**src/rtl/pss_pkg.sv**
```systemverilog
package pss_pkg;
  typedef enum logic [1:0] {
    CLS_SEND = 2'd0,
    CLS_SKIP = 2'd1,
    CLS_END  = 2'd2
  } code_class_e;
endpackage

```
**src/rtl/pss_slot_select.sv**
```systemverilog
module pss_slot_select #(
  parameter int unsigned CODE_W    = 4,
  parameter int unsigned NUM_SLOTS = 8,
  localparam int unsigned IDX_W    = $clog2(NUM_SLOTS)
) (
  input  logic [NUM_SLOTS*CODE_W-1:0] list_flat,
  input  logic [IDX_W-1:0]            idx,
  output logic [CODE_W-1:0]           code
);
  logic [CODE_W-1:0] field [NUM_SLOTS];

  for (genvar g = 0; g < NUM_SLOTS; g++) begin : g_field
    assign field[g] = list_flat[g*CODE_W +: CODE_W];
  end

  assign code = field[idx];
endmodule

```
**src/rtl/pss_code_class.sv**
```systemverilog
module pss_code_class import pss_pkg::*; #(
  parameter int unsigned         CODE_W    = 4,
  parameter logic [CODE_W-1:0]   END_CODE  = '1,
  parameter logic [(1<<CODE_W)-1:0] SEND_MASK = 16'h002F
) (
  input  logic [CODE_W-1:0] code,
  output code_class_e       cls
);
  always_comb begin
    if (code == END_CODE)     cls = CLS_END;
    else if (SEND_MASK[code]) cls = CLS_SEND;
    else                      cls = CLS_SKIP;
  end
endmodule

```
**src/rtl/pkt_slot_sched.sv**
```systemverilog
module pkt_slot_sched import pss_pkg::*; #(
  parameter int unsigned            CODE_W        = 4,
  parameter int unsigned            SLOTS_PER_REG = 4,
  parameter logic [CODE_W-1:0]      END_CODE      = '1,
  parameter logic [(1<<CODE_W)-1:0] SEND_MASK     = 16'h002F,
  localparam int unsigned REG_W     = SLOTS_PER_REG * CODE_W,
  localparam int unsigned NUM_SLOTS = 2 * SLOTS_PER_REG,
  localparam int unsigned IDX_W     = $clog2(NUM_SLOTS)
) (
  input  logic              clk,
  input  logic              rst,
  input  logic [REG_W-1:0]  slot_list_lo,
  input  logic [REG_W-1:0]  slot_list_hi,
  input  logic              frame_start,
  input  logic              in_blank,
  input  logic              pkt_ack,
  output logic              pkt_req,
  output logic [CODE_W-1:0] pkt_type,
  output logic [IDX_W-1:0]  pkt_slot,
  output logic              busy
);
  localparam logic [IDX_W-1:0] LAST_IDX = IDX_W'(NUM_SLOTS - 1);

  logic [IDX_W-1:0]  idx_q;
  logic              busy_q, req_q;
  logic [CODE_W-1:0] type_q;
  logic [CODE_W-1:0] cur_code;
  code_class_e       cur_cls;
  logic              at_last;

  // Low word supplies fields 0..SLOTS_PER_REG-1, high word the rest.
  pss_slot_select #(
    .CODE_W   (CODE_W),
    .NUM_SLOTS(NUM_SLOTS)
  ) u_sel (
    .list_flat({slot_list_hi, slot_list_lo}),
    .idx      (idx_q),
    .code     (cur_code)
  );

  pss_code_class #(
    .CODE_W   (CODE_W),
    .END_CODE (END_CODE),
    .SEND_MASK(SEND_MASK)
  ) u_cls (
    .code(cur_code),
    .cls (cur_cls)
  );

  assign at_last = (idx_q == LAST_IDX);

  always_ff @(posedge clk) begin
    if (rst) begin
      idx_q  <= '0;
      busy_q <= 1'b0;
      req_q  <= 1'b0;
      type_q <= '0;
    end else if (frame_start) begin
      idx_q  <= '0;
      busy_q <= 1'b1;
      req_q  <= 1'b0;
    end else if (busy_q) begin
      if (req_q) begin
        if (pkt_ack) begin
          req_q <= 1'b0;
          if (at_last) busy_q <= 1'b0;
          else         idx_q  <= idx_q + 1'b1;
        end
      end else begin
        unique case (cur_cls)
          CLS_END: busy_q <= 1'b0;
          CLS_SKIP: begin
            if (at_last) busy_q <= 1'b0;
            else         idx_q  <= idx_q + 1'b1;
          end
          CLS_SEND: begin
            if (in_blank) begin
              req_q  <= 1'b1;
              type_q <= cur_code;
            end
          end
          default: busy_q <= 1'b0;
        endcase
      end
    end
  end

  assign pkt_req  = req_q;
  assign pkt_type = type_q;
  assign pkt_slot = idx_q;
  assign busy     = busy_q;
endmodule

```
**config.mk**
```make
export PLATFORM = sky130hd
export DESIGN_NAME = pkt_slot_sched
export DESIGN_NICKNAME = d
export VERILOG_FILES = /design/src/rtl/pss_pkg.sv /design/src/rtl/pss_slot_select.sv /design/src/rtl/pss_code_class.sv /design/src/rtl/pkt_slot_sched.sv
export SDC_FILE = /design/constraint.sdc
export NUM_CORES = 1
export LEC_CHECK = 0
export ABC_AREA = 1
export BUFFER_PORTS_ARGS = -buffer_cell sky130_fd_sc_hd__buf_4
export CORE_MARGIN = 3
export CORE_UTILIZATION = 49
export DETAILED_ROUTE_END_ITERATION = 6
export PLACE_DENSITY = 0.86
export RECOVER_POWER = 50
export REMOVE_ABC_BUFFERS = 1
export SETUP_SLACK_MARGIN = 0.2
export SLEW_MARGIN = 20
export SYNTH_ARGS = -nofsm -noshare
export SYNTH_HDL_FRONTEND = slang
export SYNTH_HIERARCHICAL = 1
export SYNTH_SLANG_ARGS = --single-unit
```
**constraint.sdc**
```tcl
create_clock -name clk -period 5.7 [get_ports clk]
set_clock_uncertainty 0.15 [all_clocks]
set_input_delay 0.855 -clock clk [delete_from_list [all_inputs] [get_ports clk]]
set_output_delay 0.855 -clock clk [all_outputs]
set_load 0.01 [all_outputs]
```
==> flow_summary.json, run 1 <==
{
  "post_dp_cell_area_mm2": 0.00127,
  "status": "completed",
  "grt_pass1_wl_um": 4080,
  "yosysSeqAreaShare_pct": 19.1,
  "hp-class": "flip-flop to flip-flop",
  "start_util_pct": 53.3,
  "wire_per_inst_um": 9.39,
  "max_stage_delay_ns": 0.80,
  "yosysTopAreaCellShare_pct": 29.1,
  "rsz0062_at_grt": "false",
  "die_y_um": 49.8,
  "avgSynthCellArea_um2": 5.06,
  "intPower_mw": 0.130,
  "syn-cell-area_um2": 941,
  "htreeDepth": 1,
  "wl_um": 2410,
  "postLayoutCoreUtil_pct": 71.8,
  "dp_slack_ns": 3.11,
  "drive_gt1_share_pct": 24.2,
  "grt_antenna_before_repair": 0,
  "core_region_area_mm2": 0.00176,
  "drc": 0,
  "gp_congestion": 0.787,
  "power_mw": 0.204,
  "grt_pass1_vias": 1054,
  "rr_worst_depth": 13,
  "cts-resized-gates": 0,
  "worst_setup_path_end_kind": "flip-flop",
  "start_kind": "flip-flop",
  "ys.warnings.count": 6,
  "dp_hpwl_um": 1920,
  "vdd_drop_max_uv": 168,
  "crit_type": "flip-flop to flip-flop",
  "ant_nets": 0,
  "maxCapViolCount": 0,
  "grt_overflow": 0,
  "worstPathMaxFanout": 21,
  "num_rows": 15,
  "die-area_mm2": 0.00248,
  "slew_headroom_pct": 50.7,
  "tritoncts": "done",
  "critPathRequiredTime_ns": 5.71,
  "post_cts_buffers": 0,
  "clock_path_buffers": 2,
  "min_delay_path_depth": 4,
  "post-route-min-period_ns": 2.63,
  "num_io_pins": 46,
  "crit_top_cell": "nand2_1",
  "grt_start_max_net_pins": 22,
  "seqPwrFrac_pct": 35.6,
  "syn_inst": 186,
  "combPwrFrac_pct": 39.2,
  "die-width_um": 49.8,
  "cts_sinks": 9,
  "setup_violations": 0,
  "p_sw_mw": 0.0741,
  "critPathBufInv": 1,
  "critPathSlowestCell": "dfxtp_1",
  "cp.arrival_ns": 2.64,
  "crit_cells": 13,
  "hold_buffers": 0,
  "design_area_mm2": 0.00127,
  "hold_viol_final": 0,
  "fin_nets": 271,
  "nFillCells": 175,
  "cts_made_buffers": 3,
  "critPathTopFamily": "simple AND/OR/NAND/NOR gates",
  "clkPwrFrac_pct": 25.2,
  "power.leakage_nw": 0.799,
  "tightest_slew_ns": 0.739,
  "synth_top_cell_by_area": "nand2_1",
  "port_buffers": 45,
  "synth.ff_latch_count": 9,
  "finalSetupTns_ns": 0,
  "sw_frac_of_total_pct": 36.3,
  "ys_top_cells_by_area": "nand2_1 29%, dfxtp_1 19%, inv_1 15%, nand3_1 11%, nor2_1 7.2%",
  "drt_iter0_markers": 15,
  "antenna_cells": 0,
  "path_cells": "inv_4 > nand2_1 > nand3_1 > nand2_1 > nand2_1 > nand2_1 > nand2_1 > nor2_2 > nor2_1 > nor2_1 > nand4_2 > nor2_1 > nor2_1",
  "grt_usage_pct": 20.7,
  "vias_per_cell": 4.52,
  "ys_types": 18,
  "worst_slack_ns": 3.07,
  "path_clk_slew_ns": 0.06,
  "clk_root_buffer_cell": "clkbuf_4",
  "dr.pass1.iters": 4,
  "finalCritPeriodShare_pct": 46.1,
  "vias": 1157,
  "drv_slew": 0,
  "area_growth_pct": 34.7,
  "p_per_area_mw_per_mm2": 161,
  "insertion_delay_ns": 0.27,
  "clock.fmax_ghz": 0.381
}
==> metrics by stage <==
step / hold slack, ns / std cells
2_1_floorplan: 0.376 / 182
3_3_place_gp: 0.352 / 252
3_5_place_dp: 0.363 / 252
4_1_cts: 0.372 / 256
5_1_grt: 0.407 / 256
6_report: 0.371 / 256
==> flip-flops by register name, indices dropped and copies added, names as in the netlist <==
signal,flops
pkt_slot,3
pkt_type,4
pkt_req,1
busy,1
==> cells in the final DEF (no fill, tap or decap) <==
master    synthesis  layout
o21ai_0           1       1
a21oi_1           4       4
a21oi_2           1       1
nand3_1          20      20
nand4_2           1       1
nor2_2            2       2
ha_1              2       2
clkinv_1          1       1
dfxtp_1           9       9
nand2_1          73      73
nand3_2           1       1
clkbuf_4          0       3
inv_4             1       1
nor2_1           18      18
buf_4             1      36
clkbuf_1          0      10
inv_2            11      11
inv_1            37      37
==> cell type report <==
class                           count  area (um^2)  share of cell area [%]
Sequential cell                     9          180                    14.2
Clock buffer                        4         26.3                    2.07
Multi-Input combinational cell    123          536                    42.3
Timing Repair Buffer               45          304                    24.0
Inverter                           50          190                    15.0
Tap cell                           25         31.3                    2.47
==> synth_stat cells <==
cell type,instances
a21oi_1,4
a21oi_2,1
buf_2,1
buf_4,1
buf_6,2
clkinv_1,1
dfxtp_1,9
ha_1,2
inv_1,37
inv_2,11
inv_4,1
nand2_1,73
nand3_1,20
nand3_2,1
nand4_2,1
nor2_1,18
nor2_2,2
o21ai_0,1
==> logic make-up after synthesis <==
group,synth area share (%)
buffers and inverters,23.9
flip-flops,19.1
AO/OA/AOI/OAI,3.59
adder cells (fa/ha/maj),2.66
AND/OR/NAND/NOR,50.7
==> worst min-delay path: stages (launching register included) <==
cell	delay, ns
dfxtp_1	0.31
inv_1	0.05
nand2_1	0.04
nand2_1	0.05
nor2_1	0.03
==> path summary, 6_finish.rpt <==
check / start / end / slack [ns]
min: pkt_type[3]$_SDFFE_PP0P_ / pkt_type[3]$_SDFFE_PP0P_ / 0.37
min reg2reg: pkt_type[3]$_SDFFE_PP0P_ / pkt_type[3]$_SDFFE_PP0P_ / 0.37
max: pkt_slot[0]$_SDFFE_PP0P_ / pkt_type[2]$_SDFFE_PP0P_ / 3.07
max reg2reg: pkt_slot[0]$_SDFFE_PP0P_ / pkt_type[2]$_SDFFE_PP0P_ / 3.07
==> metal layers <==
metal | share of wire [%] | routed length (um) | up-vias | track usage, %
li1 | - | - | 631 | -
met4 | 0.87 | 21 | 0 | 6.45
met5 | 0 | 0 | - | 0
met3 | 7.2 | 174 | 5 | 6.65
met1 | 42 | 1010 | 489 | 23.2
met2 | 50 | 1200 | 32 | 36.6
==> power groups by stage <==
stage | registers, mW | logic [mW] | clock network, mW
floorplan | 0.0742 | 0.0475 | 0
global placement | 0.0739 | 0.0793 | 0
detailed placement | 0.0742 | 0.0819 | 0
CTS | 0.0727 | 0.0824 | 0.0510
global route | 0.0734 | 0.0921 | 0.0566
finish | 0.0727 | 0.0800 | 0.0513
No activity file was read; power rests on OpenSTA's default activity.
==> run 2, diff against run 1 <==
--- a/config.mk
+++ b/config.mk
@@ -5,12 +5,12 @@
 export SDC_FILE = /design/constraint.sdc
 export NUM_CORES = 1
 export LEC_CHECK = 0
-export ABC_AREA = 1
+export ABC_AREA = 0
 export BUFFER_PORTS_ARGS = -buffer_cell sky130_fd_sc_hd__buf_4
 export CORE_MARGIN = 3
-export CORE_UTILIZATION = 49
+export CORE_UTILIZATION = 37
 export DETAILED_ROUTE_END_ITERATION = 6
-export PLACE_DENSITY = 0.86
+export PLACE_DENSITY = 0.76
 export RECOVER_POWER = 50
 export REMOVE_ABC_BUFFERS = 1
 export SETUP_SLACK_MARGIN = 0.2
==> constraint.sdc (replaced) <==
create_clock -name clk -period 2.2 [get_ports clk]
set_clock_uncertainty 0.15 [all_clocks]
set_input_delay 0.33 -clock clk [delete_from_list [all_inputs] [get_ports clk]]
set_output_delay 0.33 -clock clk [all_outputs]
set_load 0.01 [all_outputs]
==> run 2 against run 1 <==
  * The run now ends with negative setup slack left
  * Routed wire length grew 14%
  * Clock-buffer cell count is the same
  * Total power grew 140%
  * Critical path type unchanged
  * Critical endpoint is now pkt_slot[1]$_SDFFE_PP0P_
  * Highest routed layer unchanged
==> flow_summary.json, run 2 <==
{
  "final_cell_mix": "54 x buf_4, 8 x dfxtp_1, 8 x mux4_2",
  "synthTopCellsByCount": "9 x dfxtp_1, 8 x mux4_1, 6 x a21oi_1, 6 x nand2_1, 6 x nand3_1",
  "power.leakage_nw": 0.545,
  "ant_nets": 0,
  "cts_sinks": 9,
  "clkPwrFrac_pct": 28.4,
  "p_per_area_mw_per_mm2": 379,
  "place_inst": 144,
  "die-area_mm2": 0.00257,
  "critPathSlowestCell": "mux4_2",
  "post-route-min-period_ns": 2.73,
  "die_y_um": 50.7,
  "synth-edff-count": 0,
  "post_dp_cell_area_mm2": 0.00116,
  "grt_antenna_before_repair": 0,
  "synthArstFlopShare_pct": 0,
  "start_util_pct": 41.0,
  "htreeDepth": 1,
  "cts_made_buffers": 3,
  "worst_setup_path_end_kind": "flip-flop",
  "dr.pass1.iters": 4,
  "num_io_pins": 46,
  "ys_types": 25,
  "syn-cell-area_um2": 739,
  "design_area_mm2": 0.00128,
  "vdd_drop_max_uv": 320,
  "ys.warnings.count": 6,
  "port_buffers": 45,
  "slew_headroom_pct": 69.4,
  "largest_register_ffs": 4,
  "p_sw_mw": 0.133,
  "synth_top_cell_by_area": "mux4_1",
  "r2r-end": "pkt_slot[1]$_SDFFE_PP0P_",
  "max_stage_delay_ns": 0.49,
  "rsz0062_at_grt": "true",
  "final_common_cell": "buf_4",
  "yosysMostFrequentCell": "dfxtp_1",
  "core_region_area_mm2": 0.00180,
  "hold_viol_final": 0,
  "violations": "negative setup slack",
  "vias": 857,
  "postLayoutCoreUtil_pct": 70.8,
  "finalCritPeriodShare_pct": 124,
  "worstPathMaxFanout": 4,
  "min_delay_path_depth": 2,
  "yosysSeqAreaShare_pct": 24.4,
  "dp_hpwl_um": 1810,
  "insertion_delay_ns": 0.27,
  "yosysTopAreaCellShare_pct": 28.4,
  "area_growth_pct": 72.6,
  "critPathRequiredTime_ns": 2.24,
  "finalSetupTns_ns": -4.31,
  "tritoncts": "done",
  "ys_top_cells_by_area": "mux4_1 28%, dfxtp_1 24%, mux2_2 6.1%, a21oi_1 4.1%, mux2i_1 4.1%",
  "combPwrFrac_pct": 36.2,
  "drv_slew": 0,
  "power_mw": 0.483,
  "grt_pass1_wl_um": 4020,
  "maxCapViolCount": 0,
  "path_clk_slew_ns": 0.07,
  "cp.arrival_ns": 2.78,
  "wl_um": 2750,
  "grt_usage_pct": 21.7,
  "intPower_mw": 0.350,
  "sw_frac_of_total_pct": 27.5,
  "drt_iter0_markers": 17,
  "status": "complete, but fails checks",
  "grt_pass1_vias": 874,
  "die-width_um": 50.7,
  "min_from": "frame_start",
  "gp_congestion": 0.826,
  "clk_root_buffer_cell": "clkbuf_4",
  "grt_start_max_net_pins": 11,
  "clock.fmax_ghz": 0.366,
  "syn_inst": 67,
  "avgSynthCellArea_um2": 11.0,
  "num_rows": 15,
  "grt_overflow": 0,
  "rr_worst_depth": 8,
  "worst_slack_ns": -0.534,
  "tightest_slew_ns": 0.458,
  "drive_gt1_share_pct": 63.1,
  "hold_buffers": 0,
  "hold-worst-slack_ns": 0.122,
  "instances_no_fill": 155,
  "crit_type": "flip-flop to flip-flop",
  "dp_slack_ns": -0.780,
  "fin_nets": 170,
  "drc": 0,
  "synth.ff_latch_count": 9,
  "start_kind": "flip-flop",
  "nFillCells": 147,
  "ys.flop_type": "dfxtp_1",
  "setup_violations": 9,
  "r2r-start": "pkt_slot[0]$_SDFFE_PP0P_",
  "r2r_slack_ns": -0.53,
  "antenna_cells": 0,
  "clock_path_buffers": 2,
  "path_cells": "buf_6 > mux4_2 > mux2_4 > nor3b_4 > nor3_4 > or3b_4 > a21oi_4 > mux2i_1",
  "wire_per_inst_um": 17.7,
  "seqPwrFrac_pct": 35.5,
  "vias_per_cell": 5.53,
  "hold_end": "pkt_req$_SDFFE_PP0P_",
  "hp-class": "primary input to flip-flop"
}
run 2: changes by cell type in the layout (fill, tap and decap cells not counted), sizes merged, moves of 2 or more:
| cell | change |
|---|---|
| mux2i | +3 |
| mux2 | +4 |
| nand3 | -15 |
| nor2 | -17 |
| inv | -48 |
| buf | +21 |
| a21oi | +2 |
| nor3 | +2 |
| mux4 | +8 |
| o21ai | +4 |
| clkbuf | -5 |
| nand2 | -67 |
run 2: worst max path at each step:
| stage | start | to | slack, ns | cells after the start |
|---|---|---|---|---|
| floorplan | pkt_slot[0]$_SDFFE_PP0P_ | pkt_slot[0]$_SDFFE_PP0P_ | -0.70 | 7 |
| global placement | pkt_slot[0]$_SDFFE_PP0P_ | pkt_type[0]$_SDFFE_PP0P_ | -0.69 | 9 |
| detailed placement | pkt_slot[0]$_SDFFE_PP0P_ | pkt_type[0]$_SDFFE_PP0P_ | -0.78 | 9 |
| CTS | pkt_slot[0]$_SDFFE_PP0P_ | pkt_type[0]$_SDFFE_PP0P_ | -0.41 | 10 |
| global route | pkt_slot[0]$_SDFFE_PP0P_ | pkt_slot[2]$_SDFFE_PP0P_ | -0.60 | 8 |
| finish | pkt_slot[0]$_SDFFE_PP0P_ | pkt_slot[1]$_SDFFE_PP0P_ | -0.53 | 8 |
run 2: logic make-up (layout without fill, tap and decap cells):
| family | after synthesis | count (layout) | share of synthesized area, % |
|---|---|---|---|
| compound gates | 13 | 13 | 10.7 |
| fa+ha+maj | 2 | 2 | 3.38 |
| buf+inv | 3 | 66 | 2.54 |
| mux | 15 | 15 | 38.6 |
| simple gates | 25 | 25 | 20.5 |
| flops | 9 | 9 | 24.4 |
run 2: worst max-delay path: cells and delay by family (launching register included):
kind | cells | cell delay (ns)
AOI/OAI and AO/OA | 1 | 0.20
and+or+nand+nor | 3 | 0.78
muxes | 3 | 1.02
DFF | 1 | 0.37
buffers and inverters | 1 | 0.13
run 2: routing by layer:
layer	vias to the layer above	wire length, um	GRT usage (%)
li1	388	-	-
met4	0	99	10.8
met1	408	989	21.6
met5	-	0	0
met2	47	1460	40.0
met3	14	197	6.82
run 2: what timing repair did:
item,CTS,global route
setup buffers,6,1
gates cloned,0,0
resized for setup,24,0
setup endpoints to repair,9,9
pin swaps,9,0
run 2: final cells by class:
class	count	area [um^2]	share of cell area [%]
clock buffers	4	26.3	2.06
repair buffers	61	463	36.3
flip-flops and latches	9	184	14.4
inverters	1	3.75	0.294
well taps	25	31.3	2.45
multi-input cells	55	568	44.5
run 2: power by group through the flow:
stage,Sequential [mW],Combinational (mW),Clock (mW)
final,0.171,0.175,0.137
after floorplan,0.178,0.0559,0
after global routing,0.172,0.184,0.142
after CTS,0.172,0.169,0.131
after global placement,0.177,0.132,0
after detailed placement,0.177,0.135,0
==> run 3, diff against run 2 <==
--- a/config.mk
+++ b/config.mk
@@ -17,5 +17,4 @@
 export SLEW_MARGIN = 20
 export SYNTH_ARGS = -nofsm -noshare
 export SYNTH_HDL_FRONTEND = slang
-export SYNTH_HIERARCHICAL = 1
 export SYNTH_SLANG_ARGS = --single-unit
==> run 3 against run 2 <==
  * The run now ends clean
  * Combinational power down 5%
  * Clock power about the same
  * Die area down 0.30%
  * First-iteration DRC count down 24%
  * Hold slack better by 0.029 ns
  * Critical path type unchanged
  * Largest cell class unchanged
==> flow_summary.json, run 3 <==
{
  "syn_inst": 63,
  "avgSynthCellArea_um2": 11.7,
  "path_clk_slew_ns": 0.07,
  "r2r_slack_ns": 0.002,
  "antenna_cells": 0,
  "cts_sinks": 9,
  "synthArstFlopShare_pct": 0,
  "clock_path_buffers": 2,
  "final_common_cell": "buf_4",
  "synthTopCellsByCount": "9 x dfxtp_1, 7 x mux2i_1, 6 x nand2_1",
  "nFillCells": 133,
  "slew_headroom_pct": 71.5,
  "num_rows": 15,
  "ys.flop_type": "dfxtp_1",
  "dp_hpwl_um": 1790,
  "start_kind": "flip-flop",
  "area_growth_pct": 77.4,
  "gp_congestion": 0.821,
  "synth_top_cell_by_area": "dfxtp_1",
  "p_per_area_mw_per_mm2": 361,
  "ys_types": 26,
  "num_io_pins": 46,
  "worst_slack_ns": 0.00182,
  "clkPwrFrac_pct": 28.5,
  "multi_input_area_um2": 588,
  "die_y_um": 50.6,
  "syn-cell-area_um2": 737,
  "yosysTopAreaCellShare_pct": 24.4,
  "post-route-min-period_ns": 2.20,
  "intPower_mw": 0.341,
  "grt_usage_pct": 18.7,
  "maxCapViolCount": 0,
  "place_inst": 143,
  "htreeDepth": 1,
  "drive_gt1_share_pct": 69.3,
  "rsz0062_at_grt": "true",
  "instances_no_fill": 152,
  "finalCritPeriodShare_pct": 99.9,
  "yosysSeqAreaShare_pct": 24.4,
  "insertion_delay_ns": 0.26,
  "ant_nets": 0,
  "critPathRequiredTime_ns": 2.23,
  "status": "completed",
  "vdd_drop_max_uv": 156,
  "start_util_pct": 40.9,
  "grt_pass1_vias": 816,
  "largest_register_ffs": 4,
  "combPwrFrac_pct": 35.3,
  "hp-class": "primary input to flip-flop",
  "rr_worst_depth": 8,
  "final_cell_mix": "55 x buf_4, 6 x mux4_2, 6 x nand2_1, 6 x dfxtp_1, 6 x clkbuf_1",
  "seq_area_um2": 189,
  "tightest_slew_ns": 0.425,
  "crit_type": "flip-flop to flip-flop",
  "r2r-start": "pkt_slot[0]$_SDFFE_PP0P_",
  "worstPathMaxFanout": 6,
  "clock.fmax_ghz": 0.455,
  "p_sw_mw": 0.131,
  "die-width_um": 50.6,
  "drv_slew": 0,
  "power.leakage_nw": 0.546,
  "port_buffers": 45,
  "worst_setup_path_end_kind": "flip-flop",
  "drc": 0,
  "ys_top_cells_by_area": "dfxtp_1 24%, mux4_1 18%, mux2i_1 9.5%, mux4_2 9.2%, a211oi_1 4.1%",
  "grt_antenna_before_repair": 0,
  "dp_slack_ns": -0.200,
  "ys.warnings.count": 0,
  "min_from": "rst",
  "vias": 832,
  "r2r-end": "busy$_SDFF_PP0_",
  "hold_end": "pkt_type[2]$_SDFFE_PP0P_",
  "grt_start_max_net_pins": 10,
  "drt_iter0_markers": 13,
  "cts_made_buffers": 3,
  "setup_violations": 0,
  "synth.ff_latch_count": 9,
  "cp.arrival_ns": 2.23,
  "vias_per_cell": 5.47,
  "fin_nets": 167,
  "grt_pass1_wl_um": 3610,
  "clk_root_buffer_cell": "clkbuf_4",
  "core_region_area_mm2": 0.00180,
  "dr.pass1.iters": 4,
  "min_delay_path_depth": 2,
  "die-area_mm2": 0.00256,
  "seqPwrFrac_pct": 36.2,
  "tritoncts": "done",
  "wire_per_inst_um": 16.1,
  "synth-edff-count": 0,
  "yosysMostFrequentCell": "dfxtp_1",
  "wl_um": 2450,
  "sw_frac_of_total_pct": 27.8,
  "grt_overflow": 0,
  "hold_viol_final": 0
}
run 3: final cells by class:
| type | instances | share of cell area (%) |
|---|---|---|
| multi-input cells | 49 | 45.0 |
| repair buffers | 63 | 35.6 |
| inverters | 2 | 0.574 |
| flip-flops and latches | 9 | 14.4 |
| clock buffers | 4 | 2.01 |
| well taps | 25 | 2.39 |
run 3: per-layer routing:
| metal | vias to the layer above | global-route usage (%) | routed length, um |
|---|---|---|---|
| li1 | 384 | - | - |
| met1 | 411 | 20.2 | 898 |
| met2 | 33 | 36.5 | 1400 |
| met3 | 4 | 2.37 | 127 |
| met4 | 0 | 6.73 | 27 |
| met5 | - | 0 | 0 |
run 3: through the flow:
step	area, um^2	power [mW]	util (%)	TNS (ns)	hold WS, ns
global placement	1170	0.309	64.8	-0.570	0.315
finish	1310	0.472	72.6	0	0.151
floorplan	701	0.229	-	-0.927	0.253
CTS	1230	0.452	68.4	0	0.138
detailed placement	1170	0.312	64.8	-1.13	0.321
global route	1310	0.497	72.6	-0.486	0.142
run 3: worst max-delay path: stages (launching register included):
cell	delay [ns]
dfxtp_4	0.40
mux4_1	0.61
mux2i_4	0.22
buf_6	0.13
a21o_4	0.13
buf_4	0.12
buf_4	0.11
o22ai_2	0.06
a211oi_1	0.18
run 3: logic make-up (layout without fill, tap and decap cells):
kind of cell,count (synthesis),in the layout,share of synthesized area [%]
fa+ha+maj,2,2,3.40
mux,16,16,38.0
compound gates,14,14,16.6
flops,9,9,24.4
buf+inv,5,69,5.94
simple gates,17,17,11.5
run 3: power by group through the flow:
stage / Combinational, mW / Sequential [mW] / Clock, mW
final: 0.167 / 0.171 / 0.134
after global routing: 0.179 / 0.172 / 0.146
after CTS: 0.146 / 0.170 / 0.136
after detailed placement: 0.137 / 0.176 / 0
after global placement: 0.133 / 0.175 / 0
after floorplan: 0.0518 / 0.177 / 0
run 3: what timing repair did:
action / 4_1_cts / 5_1_grt
buffers inserted: 2 / 3
endpoints found under the setup margin: 9 / 9
resized for setup: 14 / 14
pin swaps: 5 / 0
hold buffers: 0 / 0
run 3: worst max path at each step:
stage | from | to | slack [ns] | cells after the start
2_1_floorplan | pkt_slot[0]$_SDFFE_PP0P_ | pkt_slot[0]$_SDFFE_PP0P_ | -0.20 | 5
3_5_place_dp | pkt_slot[0]$_SDFFE_PP0P_ | pkt_slot[0]$_SDFFE_PP0P_ | -0.20 | 5
5_1_grt | pkt_slot[0]$_SDFFE_PP0P_ | busy$_SDFF_PP0_ | -0.09 | 9
4_1_cts | pkt_slot[0]$_SDFFE_PP0P_ | pkt_slot[0]$_SDFFE_PP0P_ | 0.01 | 5
3_3_place_gp | pkt_slot[1]$_SDFFE_PP0P_ | pkt_slot[0]$_SDFFE_PP0P_ | -0.11 | 5
6_report | pkt_slot[0]$_SDFFE_PP0P_ | busy$_SDFF_PP0_ | 0.002 | 8
